$ cat config.mk
export PLATFORM = sky130hd
export DESIGN_NAME = xdot_acc
export DESIGN_NICKNAME = d
export VERILOG_FILES = /design/src/rtl/xdot_pkg.sv /design/src/rtl/xdot_q15_mul.sv /design/src/rtl/xdot_acc_sat.sv /design/src/rtl/xdot_acc_bank.sv /design/src/rtl/xdot_acc.sv
export SDC_FILE = /design/constraint.sdc
export NUM_CORES = 2
export LEC_CHECK = 0
export ABC_AREA = 0
export BUFFER_PORTS_ARGS = -buffer_cell sky130_fd_sc_hd__buf_2
export CORE_MARGIN = 3
export CORE_UTILIZATION = 59
export CTS_BUF_LIST = sky130_fd_sc_hd__clkbuf_8
export DETAILED_ROUTE_END_ITERATION = 7
export PLACE_DENSITY = 0.8
export SLEW_MARGIN = 5
export SYNTH_ARGS = -nofsm -noshare
export SYNTH_HDL_FRONTEND = slang
export SYNTH_SLANG_ARGS = --single-unit
$ cat constraint.sdc
create_clock -name clk_i -period 5.2 [get_ports clk_i]
set_input_delay 0.52 -clock clk_i [delete_from_list [all_inputs] [get_ports clk_i]]
set_output_delay 0.52 -clock clk_i [all_outputs]
set_load 0.01 [all_outputs]
$ cat src/rtl/xdot_pkg.sv
package xdot_pkg;
  localparam int unsigned HALF_W = 16;
  localparam int unsigned WORD_W = 2 * HALF_W;
  localparam int unsigned ACC_W  = 2 * WORD_W;
  localparam logic [HALF_W-1:0] Q15_NEG_ONE = {1'b1, {(HALF_W-1){1'b0}}};
  localparam logic [ACC_W-1:0]  Q31_MAX = {{(WORD_W+1){1'b0}}, {(WORD_W-1){1'b1}}};
  localparam logic [ACC_W-1:0]  Q31_MIN = {{(WORD_W+1){1'b1}}, {(WORD_W-1){1'b0}}};
  typedef logic [HALF_W-1:0] half_t;
  typedef logic [WORD_W-1:0] word_t;
  typedef logic [ACC_W-1:0]  acc_t;
endpackage

$ cat src/rtl/xdot_q15_mul.sv
module xdot_q15_mul
  import xdot_pkg::*;
(
  input  half_t x_i,
  input  half_t y_i,
  output word_t p_o,
  output logic  sat_o
);
  logic signed [WORD_W-1:0] full;

  assign full  = $signed(x_i) * $signed(y_i);
  assign sat_o = (x_i == Q15_NEG_ONE) && (y_i == Q15_NEG_ONE);
  // -1.0 * -1.0 is the only product that does not fit Q31
  assign p_o   = sat_o ? {1'b0, {(WORD_W-1){1'b1}}} : {full[WORD_W-2:0], 1'b0};
endmodule

$ cat src/rtl/xdot_acc_sat.sv
module xdot_acc_sat
  import xdot_pkg::*;
(
  input  acc_t  acc_i,
  input  word_t p0_i,
  input  word_t p1_i,
  output acc_t  res_o,
  output logic  sat_o
);
  acc_t               sum;
  logic [WORD_W-1:0]  upper;
  logic               pos_ovf;
  logic               neg_ovf;

  assign sum     = acc_i + {{WORD_W{p0_i[WORD_W-1]}}, p0_i}
                         + {{WORD_W{p1_i[WORD_W-1]}}, p1_i};
  assign upper   = sum[ACC_W-2:WORD_W-1];
  assign pos_ovf = !sum[ACC_W-1] && (|upper);
  assign neg_ovf = sum[ACC_W-1] && !(&upper);
  assign sat_o   = pos_ovf || neg_ovf;

  always_comb begin
    if (pos_ovf)      res_o = Q31_MAX;
    else if (neg_ovf) res_o = Q31_MIN;
    else              res_o = sum;
  end
endmodule

$ cat src/rtl/xdot_acc_bank.sv
module xdot_acc_bank
  import xdot_pkg::*;
#(
  parameter int unsigned N_ACC = 4,
  localparam int unsigned IDX_W = $clog2(N_ACC)
) (
  input  logic             clk_i,
  input  logic             rst_ni,
  input  logic             upd_en_i,
  input  logic [IDX_W-1:0] upd_sel_i,
  input  acc_t             upd_data_i,
  input  logic             tw_en_i,
  input  logic [IDX_W-1:0] tw_sel_i,
  input  acc_t             tw_data_i,
  input  logic [IDX_W-1:0] op_sel_i,
  output acc_t             op_data_o,
  input  logic [IDX_W-1:0] rd_sel_i,
  output acc_t             rd_data_o
);
  acc_t regs [N_ACC];

  for (genvar g = 0; g < N_ACC; g++) begin : g_acc
    acc_t q;
    always_ff @(posedge clk_i or negedge rst_ni) begin
      if (!rst_ni) q <= '0;
      // operation result wins over a test write to the same entry
      else if (upd_en_i && upd_sel_i == IDX_W'(g)) q <= upd_data_i;
      else if (tw_en_i && tw_sel_i == IDX_W'(g))   q <= tw_data_i;
    end
    assign regs[g] = q;
  end

  assign op_data_o = regs[op_sel_i];
  assign rd_data_o = regs[rd_sel_i];
endmodule

$ cat src/rtl/xdot_acc.sv
module xdot_acc
  import xdot_pkg::*;
#(
  parameter int unsigned N_ACC = 4,
  localparam int unsigned IDX_W = $clog2(N_ACC)
) (
  input  logic             clk_i,
  input  logic             rst_ni,
  input  logic             op_valid_i,
  input  logic [31:0]      op_a_i,
  input  logic [31:0]      op_b_i,
  input  logic [IDX_W-1:0] op_acc_i,
  output logic             op_done_o,
  input  logic             acc_wr_i,
  input  logic [IDX_W-1:0] acc_wr_sel_i,
  input  logic [63:0]      acc_wr_data_i,
  input  logic [IDX_W-1:0] acc_rd_sel_i,
  output logic [63:0]      acc_rd_data_o,
  input  logic             flag_wr_i,
  input  logic [N_ACC-1:0] flag_wr_data_i,
  output logic [N_ACC-1:0] flags_o
);
  word_t            prod [2];
  logic [1:0]       prod_sat;
  acc_t             acc_cur;
  acc_t             acc_res;
  logic             acc_sat;
  logic             op_sat;
  logic [N_ACC-1:0] sat_set;
  logic [N_ACC-1:0] flags_q;
  logic             done_q;

  // g=0: A high x B low, g=1: A low x B high
  for (genvar g = 0; g < 2; g++) begin : g_mul
    xdot_q15_mul i_mul (
      .x_i  (op_a_i[HALF_W*(1-g) +: HALF_W]),
      .y_i  (op_b_i[HALF_W*g +: HALF_W]),
      .p_o  (prod[g]),
      .sat_o(prod_sat[g])
    );
  end

  xdot_acc_sat i_sat (
    .acc_i(acc_cur),
    .p0_i (prod[0]),
    .p1_i (prod[1]),
    .res_o(acc_res),
    .sat_o(acc_sat)
  );

  xdot_acc_bank #(.N_ACC(N_ACC)) i_bank (
    .clk_i     (clk_i),
    .rst_ni    (rst_ni),
    .upd_en_i  (op_valid_i),
    .upd_sel_i (op_acc_i),
    .upd_data_i(acc_res),
    .tw_en_i   (acc_wr_i),
    .tw_sel_i  (acc_wr_sel_i),
    .tw_data_i (acc_wr_data_i),
    .op_sel_i  (op_acc_i),
    .op_data_o (acc_cur),
    .rd_sel_i  (acc_rd_sel_i),
    .rd_data_o (acc_rd_data_o)
  );

  assign op_sat  = op_valid_i && (acc_sat || (|prod_sat));
  assign sat_set = op_sat ? (N_ACC'(1) << op_acc_i) : '0;

  always_ff @(posedge clk_i or negedge rst_ni) begin
    if (!rst_ni) begin
      flags_q <= '0;
      done_q  <= 1'b0;
    end else begin
      flags_q <= (flag_wr_i ? flag_wr_data_i : flags_q) | sat_set;
      done_q  <= op_valid_i;
    end
  end

  assign flags_o   = flags_q;
  assign op_done_o = done_q;
endmodule

Word-level counts from Yosys, hierarchy flattened
Index checks and enable logic that the tools add are counted.
{"block": "op_classes", "reduce_logical": 26, "mux": 20, "n_eq_ne": 10, "magnitude_cmp": 2, "shift": 1, "n_mul": 2, "add_sub_neg": 2, "bitwise": 3}
{"op": "$mux 64", "count": 14}
{"op": "$bmux 64 s2", "count": 2}
{"op": "$add 64x64->64", "count": 2}
{"op": "$eq 16x16->1 const B", "count": 4}
{"op": "$mux 32", "count": 2}
{"op": "$mul 16x16->31", "count": 2}
{"op": "$reduce_and 32->1", "count": 1}
{"op": "$reduce_or 32->1", "count": 1}
{"op": "$logic_and 1x1->1", "count": 13}
{"op": "$eq 2x2->1 const B", "count": 4}
{"op": "$mux 4", "count": 2}
{"op": "$reduce_bool 2->1", "count": 4}
{"op": "$ge 3x3->1 const B", "count": 2}
{"op": "$not 2->3", "count": 2}
{"op": "$eq 2x1->1 const B", "count": 2}
{"op": "$logic_not 2->1", "count": 2}
{"op": "$or 4x4->4", "count": 1}
{"op": "$shl 1x2->4 const A", "count": 1}
{"op": "$logic_not 1->1", "count": 2}
{"op": "$logic_or 1x1->1", "count": 2}
{"op": "$reduce_or 2->1", "count": 1}
{"block": "totals", "inputBits": 143, "register_bits": 261, "word_cells": 72, "output_inout_bits": 69}

Logic depth before layout (Yosys ltp)
{"block": "logic_depth", "word_depth": 14, "depth_mapped": 46}

Hierarchy
A second synthesis with hierarchy kept.
{"block": "unflattened", "hier_cells": 4644, "area_unflattened_um2": 41135.7}
{"module": "xdot_acc_bank", "seq_area_each_um2": 6406.1, "instances": 1, "area_per_inst_um2": 14590.2, "cells_each": 1559}
{"module": "xdot_q15_mul (g_mul[0].i_mul)", "seq_area_each_um2": 0.0, "instances": 1, "area_per_inst_um2": 10062.2, "cells_each": 1139}
{"module": "xdot_q15_mul (g_mul[1].i_mul)", "seq_area_each_um2": 0.0, "instances": 1, "area_per_inst_um2": 9875.7, "cells_each": 1107}
{"module": "xdot_acc_sat", "seq_area_each_um2": 0.0, "instances": 1, "area_per_inst_um2": 6388.6, "cells_each": 821}
{"module": "xdot_acc", "seq_area_each_um2": 125.1, "instances": 1, "area_per_inst_um2": 219.0, "cells_each": 18}

Worst setup path before layout
OpenSTA, ideal clock, no wires.
{"block": "synth_path", "path_kind": "in2reg", "from": "input port op_b_i[1]", "to": "register i_bank.g_acc[3].q[10]", "stages": 39, "setup_slack_ns": -6.036, "arrival_time_ns": 11.142, "n_path_buf": 4, "path_cell_list": "clkbuf_1 nand2_1 fa_1 fa_1 fa_1 fa_1 inv_1 fa_1 fa_1 ha_1 a21o_1 a21o_1 a21oi_1 o21ai_0 a311oi_1 o311ai_0 a31oi_1 nor2b_1 [3 not listed] nand2_1 fa_1 inv_1 ha_1 clkbuf_1 nand4_1 nor4_1 and4b_1 or2_2 nor3_1 or3b_1 or4_1 nor4_2 and3_1 buf_4 nor3_2 buf_6 a221oi_2"}
{"block": "synth_between", "elab_chain_cells": 11, "elab_cells_between_ends": 15}
{"element": "from (decl)", "line": "xdot_acc.sv:11", "text": "input logic [31:0] op_b_i,"}
{"element": "branches (longest 2 deep; another with $mul 16x16->31)"}
{"element": "$mux 32 *", "line": "xdot_q15_mul.sv:14", "text": "assign p_o = sat_o ? {1'b0, {(WORD_W-1){1'b1}}} : {full[WORD_W-2:0], 1'b0};"}
{"element": "$add 64x64->64 *", "line": "xdot_acc_sat.sv:15", "text": "assign sum = acc_i + {{WORD_W{p0_i[WORD_W-1]}}, p0_i}"}
{"element": "$add 64x64->64 *", "line": "xdot_acc_sat.sv:16", "text": "+ {{WORD_W{p1_i[WORD_W-1]}}, p1_i};"}
{"element": "$reduce_and 32->1", "line": "xdot_acc_sat.sv:19", "text": "assign neg_ovf = sum[ACC_W-1] && !(&upper);"}
{"element": "$logic_not 1->1", "line": "xdot_acc_sat.sv:19"}
{"element": "$logic_and 1x1->1", "line": "xdot_acc_sat.sv:19"}
{"element": "$mux 64", "line": "xdot_acc_sat.sv:24", "text": "else if (neg_ovf) res_o = Q31_MIN;"}
{"element": "$mux 64 *", "line": "xdot_acc_sat.sv:23", "text": "if (pos_ovf) res_o = Q31_MAX;"}
{"element": "$mux 64 *", "line": "xdot_acc_bank.sv:27", "text": "else if (upd_en_i && upd_sel_i == IDX_W'(g)) q <= upd_data_i;"}
{"element": "to (signal assigned)", "line": "xdot_acc_bank.sv:27"}
{"element": "to (signal assigned)", "line": "xdot_acc_bank.sv:28", "text": "else if (tw_en_i && tw_sel_i == IDX_W'(g)) q <= tw_data_i;"}
{"element": "to (decl)", "line": "xdot_acc_bank.sv:23", "text": "acc_t q;"}
Mark *: on every way between the ends.
A chain may end at the register's enable or synchronous reset.

Worst setup path in the final report
{"block": "layout_path", "from": "input port op_b_i[31]", "to": "register i_bank.g_acc[0].q[5]"}
{"block": "layout_between", "elab_chain_cells": 10, "elab_cells_between_ends": 14}
{"element": "branches (longest 2 deep; another with $mul 16x16->31)"}
{"element": "$mux 32 *", "line": "xdot_q15_mul.sv:14"}
{"element": "$add 64x64->64 *", "line": "xdot_acc_sat.sv:16"}
{"element": "$reduce_and 32->1", "line": "xdot_acc_sat.sv:19"}
{"element": "$logic_not 1->1", "line": "xdot_acc_sat.sv:19"}
{"element": "$logic_and 1x1->1", "line": "xdot_acc_sat.sv:19"}
{"element": "$mux 64", "line": "xdot_acc_sat.sv:24"}
{"element": "$mux 64 *", "line": "xdot_acc_sat.sv:23"}
{"element": "$mux 64 *", "line": "xdot_acc_bank.sv:27"}
{"element": "to (signal assigned)", "line": "xdot_acc_bank.sv:27"}
{"element": "to (signal assigned)", "line": "xdot_acc_bank.sv:28"}
{"element": "to (decl)", "line": "xdot_acc_bank.sv:23"}
Marked as above.

==> flow_summary.ini <==
[critical_path]
ff2ff_setup_slack_ns = -0.71
crit_path_top_delay_cell = fa_1
r2r_start = i_bank.g_acc[3].q[1]$_DFFE_PN0P_
critPathRequiredTime_ns = 5.77
cp_num_buf_inv = 9
cpPeakStageDelay_ns = 0.59
cp_top_family = adder cells
arrival_ns = 11.06
timing.rr.end = i_bank.g_acc[3].q[15]$_DFFE_PN0P_
cp-start-kind = primary input
crit_fanout = 11
end_kind = flop
cpMostUsedCell = fa_1
worstSetupPathType = primary input to flop
startpoint = op_b_i[31]
reg2reg_depth = 22

[placed_design]
hpwl_um = 109000
dp_slack_ns = -6.17
io_buffers = 211
place_congestion = 1.04
placed_area_um2 = 50000

[yosys]
yosysMostFrequentCell = nand2_1
yosysWarnings = 0
synth_flop_cell = dfrtp_1
syn_avg_cell_area_um2 = 9.07
ys_types = 91
synth_cells = 4600
synth-seq-area-share_pct = 15.7
syn_area_um2 = 41700
synth_area_leaders = fa_1, dfrtp_1, nand2_1, mux4_2, ha_1
synth_fp_nets = 5543
synthArstFlopShare_pct = 100
synth_top_area_share_pct = 27.6
synth-edff-count = 0
synth_top_cell_by_area = fa_1
synth_commonest_cells = nand2_1, inv_1, fa_1
ys_ff_latch = 261

[drt]
dr.pass1.iters = 8
drt_iter0_markers = 5508
vias_per_cell = 6.41
vias = 41837
routedWlPerCell_um = 23.8
routed_wl_um = 155000
remaining_drc_errors = 1
drtAntennaViolNets = 0

[global_route]
grt_pass1_vias = 44167
track_usage_pct = 40.8
grt_pass1_wl_um = 236000
grt_max_degree = 106
grt_antenna_before_repair = 24
grt-ovfl-total = 0

[timing]
finalMaxSlewViolations = 0
min_period_ns = 10.49
worst_clock_skew_ns = 0.0618
max_slew_margin_pct = 13.6
worst_pin_slew_ns = 1.30
layout_setup_ws_ns = -5.29
period_share_pct = 202
setup_violations = 260
final-hold-violation-count = 0
rsz0062_at_grt = yes
fmax_mhz = 95.4

[clocking]
cts_tree = built
clockBufferDepth = 3
root_buffer = clkbuf_8
cts_made_buffers = 48
cts.sinks = 261
clk_latency_ns = 0.72
htree_levels = 2
cts.reportedPaths.clkPinSlew_ns = 0.06

[cells_and_area]
area_growth_pct = 28.7
fillers = 4127
finalCoreUtilization_pct = 77.4
nNetsFinal = 6490
drive_gt1_share_pct = 30.6
final_area_um2 = 53700

[floorplanning]
coreArea_um2 = 69300
start_util_pct = 60.2
dieArea_um2 = 73900
die_h_um = 272
design.portCount = 212
die_x_um = 272
core.rowCount = 96

[worst_hold_path]
hp-start = flag_wr_data_i[0]
min_to = flags_o[0]$_DFF_PN0_
holdCritPathClass = primary input to flop
hold_path_depth = 3

[run_status]
violations = design-rule violations, negative setup slack
status = complete, but fails checks

[job]
max-cap-violations = 0
[metrics by stage]
step / hold slack [ns] / setup TNS (ns) / cells
floorplan: 0.224 / -1272.56 / 4600
global route: 0.0662 / -1342.30 / 6523
finish: 0.0387 / -1298.82 / 6531
detailed placement: 0.493 / -1558.10 / 6343
global placement: 0.484 / -1487.21 / 6343
CTS: 0.0571 / -1211.06 / 6489
[layer usage]
metal	track usage (%)	share of wire [%]
met1	47.4	33
met2	65.8	46
met3	10.7	12
met4	29.5	9.3
met5	0	0.038
[cell type report]
class / instances / area, µm² / share of cell area (%)
Tap cell: 931 / 1160 / 2.17
Multi-Input combinational cell: 3358 / 33100 / 61.6
Antenna cell: 19 / 47.5 / 0.0886
Sequential cell: 261 / 6530 / 12.2
Timing Repair Buffer: 1170 / 9200 / 17.1
Clock buffer: 59 / 812 / 1.51
Clock inverter: 25 / 195 / 0.364
Inverter: 708 / 2660 / 4.95
[cells in the final DEF, fill, tap and decap left out, types with 59 or more instances in the layout]
cell and n:
mux2i_1 79, fa_1 566, nand3_1 121, nand2_1 780, clkbuf_8 59, a31oi_1 140, ha_1 195, a221oi_2 66
xnor2_1 87, buf_4 874, buf_2 184, a21oi_1 103, inv_1 708, mux4_2 128, dfrtp_1 261, nor2_1 107
and2_1 244
[cell families (layout without fill, tap and decap cells)]
group / count (synthesis) / count (layout) / synth area share, %
buf+inv: 986 / 1962 / 9.15
compound gates: 680 / 680 / 11.9
flops: 261 / 261 / 15.7
xor+xnor: 131 / 131 / 2.75
mux: 212 / 212 / 8.94
simple gates: 1530 / 1535 / 17.2
other cells: 0 / 19 / 0
fa+ha+maj: 800 / 800 / 34.4
[sequential cells by signal (all words and copies together) (netlist names)]
register	count
i_bank.g_acc.q	256
op_done_o	1
flags_o	4
[worst register-to-register path, cell delays in order, from the launching register on]
cell	delay [ns]
dfrtp_1	0.39
mux4_2	0.55
fa_1	0.51
ha_1	0.23
fa_1	0.48
a211oi_1	0.32
o21ai_1	0.24
a31oi_1	0.28
and4b_2	0.31
or2_4	0.26
buf_4	0.14
buf_6	0.11
nor4_2	0.23
nor3_2	0.10
a211o_1	0.30
a211oi_2	0.23
buf_4	0.16
nand2_1	0.06
buf_6	0.17
o22ai_4	0.19
buf_6	0.20
buf_16	0.16
a221oi_4	0.07
[how the worst max path moves through the flow]
stage	end	slack, ns	cells past startpoint
2_1_floorplan	i_bank.g_acc[3].q[10]$_DFFE_PN0P_	-5.14	42
3_3_place_gp	i_bank.g_acc[3].q[1]$_DFFE_PN0P_	-5.85	40
3_5_place_dp	i_bank.g_acc[2].q[7]$_DFFE_PN0P_	-6.17	43
4_1_cts	i_bank.g_acc[3].q[14]$_DFFE_PN0P_	-4.91	42
5_1_grt	i_bank.g_acc[3].q[25]$_DFFE_PN0P_	-5.48	41
6_report	i_bank.g_acc[0].q[5]$_DFFE_PN0P_	-5.29	40
[repair_timing]
item,in CTS,in global routing
hold buffers,1,0
setup endpoints to repair,260,260
hold endpoints to repair,54,0
pin swaps,72,82
gates resized for setup,196,177
gates cloned,14,1
buffers inserted,47,24
Power is not shown: default switching activity piles up to over one toggle a cycle in this logic, so the estimate is an artifact.
